## config.mk

```make
export PLATFORM = sky130hd
export DESIGN_NAME = flash_status_poll
export DESIGN_NICKNAME = d
export VERILOG_FILES = /design/src/rtl/flash_status_poll.sv
export SDC_FILE = /design/constraint.sdc
export NUM_CORES = 1
export LEC_CHECK = 0
export ABC_AREA = 0
export BUFFER_PORTS_ARGS = -buffer_cell sky130_fd_sc_hd__buf_2
export CORE_MARGIN = 8
export CORE_UTILIZATION = 41
export DETAILED_ROUTE_END_ITERATION = 7
export PLACE_DENSITY_LB_ADDON = 0.08
export SLEW_MARGIN = 10
export SYNTH_ARGS = -nofsm -noshare
export SYNTH_HDL_FRONTEND = slang
export SYNTH_SLANG_ARGS = --single-unit
```

## constraint.sdc

```tcl
create_clock -name clk -period 2.35 [get_ports clk]
set_input_delay 0.3525 -clock clk [delete_from_list [all_inputs] [get_ports clk]]
set_output_delay 0.3525 -clock clk [all_outputs]
set_load 0.05 [all_outputs]
```

## src/rtl/flash_status_poll.sv

```systemverilog
module flash_status_poll #(
  parameter int DW        = 16,
  parameter int IDX_W     = 8,
  parameter int CFI_DEPTH = 77
) (
  input  logic             clk,
  input  logic             rst_n,
  input  logic [2:0]       mode,
  input  logic             rd_stb,
  input  logic [IDX_W-1:0] word_idx,
  input  logic [DW-1:0]    array_data,
  input  logic [7:0]       cfi_byte,
  input  logic [DW-1:0]    id0,
  input  logic [DW-1:0]    id1,
  input  logic [DW-1:0]    id2,
  input  logic [DW-1:0]    id3,
  input  logic             erase_susp,
  input  logic             addr_erasing,
  input  logic             ev_prog,
  input  logic             prog_d7,
  input  logic             ev_erase_start,
  input  logic             ev_erase_begin,
  input  logic             ev_done,
  input  logic             ev_suspend,
  input  logic             ev_resume,
  output logic [DW-1:0]    rd_data,
  output logic             rd_valid
);

  localparam logic [2:0] M_READ = 3'd0;
  localparam logic [2:0] M_ID   = 3'd1;
  localparam logic [2:0] M_CFI  = 3'd2;
  localparam logic [2:0] M_PROG = 3'd3;
  localparam logic [2:0] M_CHIP = 3'd4;
  localparam logic [2:0] M_SECT = 3'd5;
  localparam int PAD = DW - 8;

  logic dq7, dq6, dq3, dq2;
  logic busy_mode, erase_mode, susp_hit;
  logic tog6, tog2, dq6_n, dq2_n;
  logic [7:0]    stat_n;
  logic [DW-1:0] sel;

  assign busy_mode  = (mode == M_PROG) || (mode == M_CHIP) || (mode == M_SECT);
  assign erase_mode = (mode == M_CHIP) || (mode == M_SECT);
  assign susp_hit   = (mode == M_READ) && erase_susp && addr_erasing;

  assign tog6  = rd_stb && busy_mode;
  assign tog2  = rd_stb && (erase_mode || susp_hit);
  assign dq6_n = dq6 ^ tog6;
  assign dq2_n = dq2 ^ tog2;
  assign stat_n = {dq7, dq6_n, 2'b00, dq3, dq2_n, 2'b00};

  always_comb begin
    sel = array_data;
    unique case (mode)
      M_READ: if (susp_hit) sel = {{PAD{1'b0}}, stat_n};
      M_ID: begin
        if (word_idx == IDX_W'(0))       sel = id0;
        else if (word_idx == IDX_W'(1))  sel = id1;
        else if (word_idx == IDX_W'(2))  sel = '0;
        else if (word_idx == IDX_W'(14)) sel = (&id2) ? array_data : id2;
        else if (word_idx == IDX_W'(15)) sel = (&id3) ? array_data : id3;
      end
      M_CFI: sel = (int'(word_idx) < CFI_DEPTH) ? {{PAD{1'b0}}, cfi_byte} : '0;
      M_PROG, M_CHIP, M_SECT: sel = {{PAD{1'b0}}, stat_n};
      default: sel = array_data;
    endcase
  end

  always_ff @(posedge clk) begin
    if (!rst_n) begin
      dq7 <= 1'b0;
      dq6 <= 1'b0;
      dq3 <= 1'b0;
      dq2 <= 1'b0;
      rd_data  <= '0;
      rd_valid <= 1'b0;
    end else begin
      dq6 <= dq6_n;
      dq2 <= dq2_n;
      if (ev_prog)                         dq7 <= ~prog_d7;
      else if (ev_erase_start || ev_resume) dq7 <= 1'b0;
      else if (ev_done)                    dq7 <= ~dq7;
      if (ev_erase_begin || ev_resume)     dq3 <= 1'b1;
      else if (ev_erase_start || ev_done || ev_suspend) dq3 <= 1'b0;
      rd_valid <= rd_stb;
      if (rd_stb) rd_data <= sel;
    end
  end


  rd_valid_follows_chk: assert property (@(posedge clk) disable iff (!rst_n)
    rd_stb |=> rd_valid);

  rd_data_hold_chk: assert property (@(posedge clk) disable iff (!rst_n)
    !rd_stb |=> (!rd_valid && $stable(rd_data)));

  idle_no_toggle_chk: assert property (@(posedge clk) disable iff (!rst_n)
    !rd_stb |=> ($stable(dq6) && $stable(dq2)));

  prog_dq7_chk: assert property (@(posedge clk) disable iff (!rst_n)
    ev_prog |=> (dq7 == !$past(prog_d7)));

  prog_keeps_dq2_chk: assert property (@(posedge clk) disable iff (!rst_n)
    (rd_stb && mode == M_PROG) |=> $stable(dq2));

  erase_begin_dq3_chk: assert property (@(posedge clk) disable iff (!rst_n)
    ev_erase_begin |=> dq3);

  erase_read_dq6_chk: assert property (@(posedge clk) disable iff (!rst_n)
    (rd_stb && erase_mode) |=> (dq6 != $past(dq6)));

endmodule

```

==> impl_summary.txt, run 1 <==
----------------------------------------------------
[Power]
  Proportion of power drawn by flip-flops and latches ... 0.366
  Post-layout power ... 1.080 mW
  Static leakage power ... 1.371 nW
  Worst IR Drop VDD ... 0.2720 mV
  Switching Fraction ... 0.3671
  Internal power of the cells ... 0.6836 mW
  Power Dens Cells ... 345.0 nW/um^2
  Power share of the clock group ... 0.241
  Switching power ... 0.3965 mW
  Combinational Power Share ... 0.393

[STA]
  Number of hold violations in the final report ... 0
  Fin crit period ... 2191 ps
  Max Clock Skew ... 0.5114 ps
  Final period utilization ... 0.9324
  Remaining max-slew budget at the tightest pin ... 0.6343
  Worst slew pin tran ... 543.6 ps
  Worst hold-check slack ... 303.5 ps
  Maximum achievable frequency ... 456.4 MHz
  Number of max-slew violations in the final report ... 0
  RSZ-0062 raised after global routing ... false
  Number of failing setup endpoints in the final timing report ... 0

[Die]
  Die span in y ... 90.40 um
  Horizontal extent of the die ... 90.40 um
  Die outline area ... 8172 um^2
  Core box area ... 5439 um^2
  # rows ... 27
  IO Count ... 128
  Initial Util ... 0.4173

[Layout]
  Area added between synthesis and finish ... 37.93%
  Final standard cell area without fillers ... 3131 um^2
  Final #Nets ... 534
  Antenna diodes ... 0
  Fraction of layout instances using a drive strength above 1 ... 0.4265
  Share of the core filled with cells in the final layout ... 0.5756

[GRT]
  Global-route usage over all layers ... 0.2116
  Global-route wire length before repair ... 14,740 um
  Number of global-route vias before repair ... 3,096
  Leftover overflow at the end of global routing ... 0
  Number of antenna violations at the first check in global routing ... 0
  Pin count of the biggest net entering global routing ... 26

[Place]
  Routability Congestion ... 0.8553
  Post-DP Area ... 3084 um^2
  HPWL after detailed placement ... 7230 um
  Count of buffers from port buffering ... 127

[Setup path]
  Path type of the worst setup path ... in -> reg
  Arrival @ worst endpoint ... 2360 ps
  WP data required ... 2520 ps
  Critical path capture point type ... flop
  Critical Path Source ... word_idx[6]
  Maximum fanout along the worst path ... 16
  Kind of start point of the critical path ... input port
  Launch instance of the worst register-to-register path ... dq7$_SDFFE_PN0P_

[Synthesis]
  Sequential fraction of the synthesis area ... 0.1852
  Number of distinct library cell variants in the gate-level netlist after synthesis ... 49
  Post-Synthesis Net Count ... 398
  Synthesized instance count ... 287
  Post-synthesis instance area ... 2270 um^2
  Total of flip-flops plus latches after synthesis ... 21
  Main flop type after synthesis ... dfxtp_1
  Number of enable-type register cells in the synthesized netlist ... 0
  Number of synthesis warnings ... 0
  Average cell area after synthesis ... 7.908 um^2
  FFs w/ async S/R, synth ... 0

[Detailed routing]
  Antenna-violating nets left ... 0
  Detail-routed net length per standard cell ... 17.96 um
  DR vias ... 2,961
  Vias per inst ... 5.994
  Detailed-routing iteration count for the pre-antenna-repair pass ... 4
  Final wirelength ... 8870 um
  Initial DRC Count ... 212
  Post-detailed-route DRC marker count ... 0

[CTS]
  Number of buffers created by CTS ... 3
  Max H-tree Level ... 1
  Clk root buf ... clkbuf_8
  Total number of clock tree sinks ... 21
  Number of gates given a new drive strength after cts ... 0
  Hold bufs inserted after CTS ... 0
  Clock-pin slew of the registers on the worst-case setup and hold paths ... 90 ps
  Clock tree from TritonCTS ... yes
  Setup bufs post-CTS ... 0
  Clock Tree Buf Depth ... 2
  Clk_lat worst skew ... 270 ps

[Min path]
  Class of the tightest hold or removal check ... in -> reg
  Worst min-delay path startpoint ... ev_erase_begin

[Run status]
  Outcome ... finished clean

[Job]
  Number of max-cap violations ... 0

----------------------------------------------------
## final timing paths
| check | endpoint | slack (ps) | depth (start not counted) |
|---|---|---|---|
| setup reg to reg | rd_data[7]$_SDFFE_PN0P_ | 990 | 5 |
| setup / recovery | rd_data[14]$_SDFFE_PN0P_ | 160 | 6 |
| hold / removal | dq3$_SDFFE_PN0P_ | 300 | 2 |
| hold reg to reg | rd_data[6]$_SDFFE_PN0P_ | 490 | 2 |
## power by group through the flow
stage	clock network, mW	registers (mW)	logic, mW
6_report	0.260	0.396	0.424
5_1_grt	0.282	0.399	0.459
4_1_cts	0.263	0.396	0.424
3_5_place_dp	0	0.404	0.423
3_3_place_gp	0	0.403	0.419
2_1_floorplan	0	0.470	0.167
## flip-flops by register name (all words and copies together) (netlist names)
register and count:
dq2 1, dq3 1, dq6 1, dq7 1, rd_data 16, rd_valid 1
## through the flow
step	TNS (ps)	cells	worst slack (ps)
after floorplan	-704.5	287	-89.02
after global placement	-303.3	490	-95.51
after detailed placement	-545.1	490	-130.4
after CTS	0	494	161.1
after global routing	0	494	107.7
final	0	494	158.9
## cell families (layout without fill, tap and decap cells)
family | count (synthesis) | count (layout) | share of synthesized area
AOI/OAI and AO/OA | 106 | 106 | 0.3705
and+or+nand+nor | 101 | 101 | 0.2563
buffers and inverters | 30 | 165 | 0.05954
muxes | 24 | 24 | 0.1091
DFF | 21 | 21 | 0.1852
xor gates and xnor gates | 5 | 5 | 0.01929
## area by class of cell
class	count	area (um^2)
Inverter	10	37.54
Tap cell	72	90.09
Multi-Input combinational cell	236	1720
Timing Repair Buffer	151	815.8
Clock inverter	1	5.005
Clock buffer	3	41.29
Sequential cell	21	420.4
Fill cell	543	2308
## critical path: stages
cell and delay (ps):
buf_2 100, or4_4 530, or4b_4 640, or3b_1 390, a22o_1 230, o2bb2ai_1 110
## placed cells by master, fill, tap and decap left out, types with 11 or more instances in the layout
master    instances
a21oi_1          11
a221oi_1         12
buf_2           127
buf_4            24
dfxtp_1          21
mux2i_1          18
nand2_1          15
nand2b_1         11
nor2_1           18
o21ai_0          16
o221a_2          16
## cells in the mapped netlist, types with 2 or more instances
cell       count  area, um^2
dfxtp_1       21       420.4
mux2i_1       18       180.2
nor2_1        18       67.56
o21ai_0       16       80.08
o221a_2       16       180.2
clkbuf_1      15       56.30
nand2_1       15       56.30
a221oi_1      12       105.1
a21oi_1       11       55.05
nand2b_1      11       68.82
inv_1         10       37.54
nand4_1       10       62.56
o211ai_1       9       67.56
or3b_1         8       70.07
nor3_1         7       35.03
mux2_2         6       67.56
nand3_1        6       30.03
o22ai_1        6       37.54
a221o_1        5       50.05
and2_1         5       31.28
nor4_1         5       31.28
o311a_1        4       40.04
o311ai_0       4       35.03
xnor2_1        4       35.03
a22o_1         3       26.28
buf_6          3       33.78
nand3b_1       3       22.52
nor2b_1        3       18.77
o2111ai_1      3       26.28
o21a_1         3       22.52
o2bb2ai_1      3       26.28
a2111oi_0      2       17.52
a211o_1        2       17.52
buf_1          2       7.510
nor4b_1        2       17.52
o221ai_1       2       17.52
or3_1          2       12.51
## routing by layer
metal	global-route usage	up-vias	share of wire	routed length (um)
met4	0.04854	0	0.0078	69
met3	0.04655	6	0.066	581
met2	0.3712	128	0.50	4429
li1	-	1432	-	-
met1	0.2547	1395	0.43	3789
met5	0	-	0	0
No activity file was read; power rests on OpenSTA's default activity.
==> run 2, diff against run 1 <==
Settings changed: REMOVE_ABC_BUFFERS set to 1.
==> impl_summary.txt, run 2 (synthesized netlist as in run 1, its figures left out) <==
----------------------------------------------------
[Detailed routing]
  Initial DRC Count ... 114 (-46%)
  Vias per inst ... 5.957 (-0.61%)
  Detail-routed net length per standard cell ... 18.27 um (+1.8%)
  Detailed-routing iteration count for the pre-antenna-repair pass ... 4 (unchanged)
  Final wirelength ... 9007 um (+1.5%)
  Post-detailed-route DRC marker count ... 0 (unchanged)
  Antenna-violating nets left ... 0 (unchanged)
  DR vias ... 2,937 (-0.81%)

[Setup path]
  Path type of the worst setup path ... in -> reg
  Critical path capture point type ... flop
  Kind of start point of the critical path ... input port
  Series of cell instances along the critical path ... buf_2, or4_4, or4b_4, or3b_1, a22o_1, o2bb2ai_1
  Arrival @ worst endpoint ... 2360 ps (about the same)
  Standard cell with the maximum stage delay on the critical path ... or4b_4
  Maximum fanout along the worst path ... 16 (unchanged)
  Stage delay of the slowest cell on the critical path ... 640 ps (about the same)
  WP data required ... 2510 ps (about the same)

[Place]
  Instance count after placement with tap cells included ... 489 (-0.20%)
  Worst slack at placement ... -130.8 ps (-0.3330 ps)
  Routability Congestion ... 0.9085 (+6.2%)
  Count of buffers from port buffering ... 127 (unchanged)
  HPWL after detailed placement ... 7362 um (+1.8%)
  Post-DP Area ... 3077 um^2 (-0.24%)

[STA]
  Slack of the critical path ... 148.8 ps (-10.04 ps)
  Number of hold violations in the final report ... 0 (unchanged)
  Worst slew pin tran ... 486.4 ps (-57.14 ps)
  Fin crit period ... 2201 ps (+10.04 ps)
  Final period utilization ... 0.9367 (+0.004271)
  Maximum achievable frequency ... 454.3 MHz (-0.46%)
  Number of failing setup endpoints in the final timing report ... 0 (unchanged)
  Number of max-slew violations in the final report ... 0 (unchanged)
  Max Clock Skew ... 4.706 ps (+4.194 ps)
  RSZ-0062 raised after global routing ... false
  Remaining max-slew budget at the tightest pin ... 0.6727 (+0.03845)

[CTS]
  Hold bufs inserted after CTS ... 0 (unchanged)
  Number of gates given a new drive strength after cts ... 0 (unchanged)
  Clock-pin slew of the registers on the worst-case setup and hold paths ... 80 ps (about the same)
  Clk_lat worst skew ... 260 ps (about the same)
  Number of buffers created by CTS ... 3 (unchanged)
  Total number of clock tree sinks ... 21 (unchanged)
  Clk root buf ... clkbuf_8
  Clock Tree Buf Depth ... 2 (unchanged)
  Setup bufs post-CTS ... 0 (unchanged)
  Clock tree from TritonCTS ... yes
  Max H-tree Level ... 1 (unchanged)

[Layout]
  Final standard cell area without fillers ... 3122 um^2 (-0.28%)
  Final #Nets ... 533 (-0.19%)
  Max reg flops ... 16 (unchanged)
  Final standard cell count with taps included and fillers excluded ... 493 (-0.20%)
  Largest register by flop count ... rd_data
  Most common cell after layout, fill and taps aside ... buf_2
  Antenna diodes ... 0 (unchanged)
  Fraction of layout instances using a drive strength above 1 ... 0.4228 (-0.003737)
  Area added between synthesis and finish ... 37.54%
  Fillcell total ... 545 (+0.37%)
  Top library cells by usage in the layout, fill and taps aside ... 127 x buf_2, 23 x buf_4, 21 x dfxtp_1

[GRT]
  Global-route usage over all layers ... 0.2111 (-0.0004563)
  Number of antenna violations at the first check in global routing ... 0 (unchanged)
  Pin count of the biggest net entering global routing ... 26 (unchanged)
  Met3 track demand over resource ... 0.04988 (+0.003325)
  Global routing met2 resource utilization ... 0.3638 (-0.007362)
  Leftover overflow at the end of global routing ... 0 (unchanged)
  Number of global-route vias before repair ... 3,008 (-2.8%)
  Routing usage on met1 ... 0.2573 (+0.002537)
  Global-route wire length before repair ... 14,570 um (-1.1%)
  Busiest metal layer after global routing ... met2

[Die]
  Core box area ... 5439 um^2 (unchanged)
  Initial Util ... 0.4173 (unchanged)
  IO Count ... 128 (unchanged)
  # rows ... 27 (unchanged)
  Die span in y ... 90.40 um (unchanged)
  Die outline area ... 8172 um^2 (unchanged)
  Horizontal extent of the die ... 90.40 um (unchanged)

[Power]
  Worst IR Drop VDD ... 0.2638 mV (-3.0%)
  Static leakage power ... 1.363 nW (-0.54%)
  Power Dens Cells ... 344.5 nW/um^2 (-0.14%)

[Job]
  Number of max-cap violations ... 0 (unchanged)

[Run status]
  Outcome ... finished clean

[Min path]
  Class of the tightest hold or removal check ... in -> reg

----------------------------------------------------
-- run 2: cell types whose count changed in the layout (fill, tap and decap cells not counted), sizes merged --
cell	before	now
clkinv	1	0
buf	151	150
clkbuf	3	4
-- run 2: power breakdown --
part	internal, mW	switching (mW)
Clock	0.121	0.134
Sequential	0.380	0.0157
Combinational	0.183	0.241
-- run 2: through the flow --
step	TNS, ps	hold slack [ps]	total power, mW	util
finish	0	305.6	1.076	0.5740
global route	0	315.9	1.131	0.5740
CTS	0	307.0	1.075	0.5740
detailed placement	-482.9	491.7	0.8266	0.5657
global placement	-301.5	485.5	0.8221	0.5657
floorplan	-7.333	470.3	0.6098	-
-- run 2: cell type report --
class	instances	area, um^2	area share
clock buffers	4	45.04	0.01443
well taps	72	90.09	0.02886
flip-flops and latches	21	420.4	0.1347
repair buffers	150	808.3	0.2589
inverters	10	37.54	0.01202
multi-input cells	236	1720	0.5511
-- run 2: routing by layer --
metal | up-vias | routed length [um]
met2 | 113 | 4416
met5 | - | 0
met4 | 0 | 123
li1 | 1426 | -
met3 | 10 | 619
met1 | 1388 | 3847
-- run 2: worst max-delay path: cells and delay by family --
family	cells	cell delay, ps
AND/OR/NAND/NOR	3	1580
AO/OA/AOI/OAI	2	320
buffers and inverters	1	100
-- run 2: worst paths after layout --
kind | slack [ps] | startpoint | end | cells after the start
setup / recovery | 150 | word_idx[6] | rd_data[8]$_SDFFE_PN0P_ | 6
hold / removal | 310 | ev_erase_begin | dq3$_SDFFE_PN0P_ | 2
setup reg to reg | 1000 | dq7$_SDFFE_PN0P_ | rd_data[7]$_SDFFE_PN0P_ | 5
hold reg to reg | 500 | rd_data[6]$_SDFFE_PN0P_ | rd_data[6]$_SDFFE_PN0P_ | 2
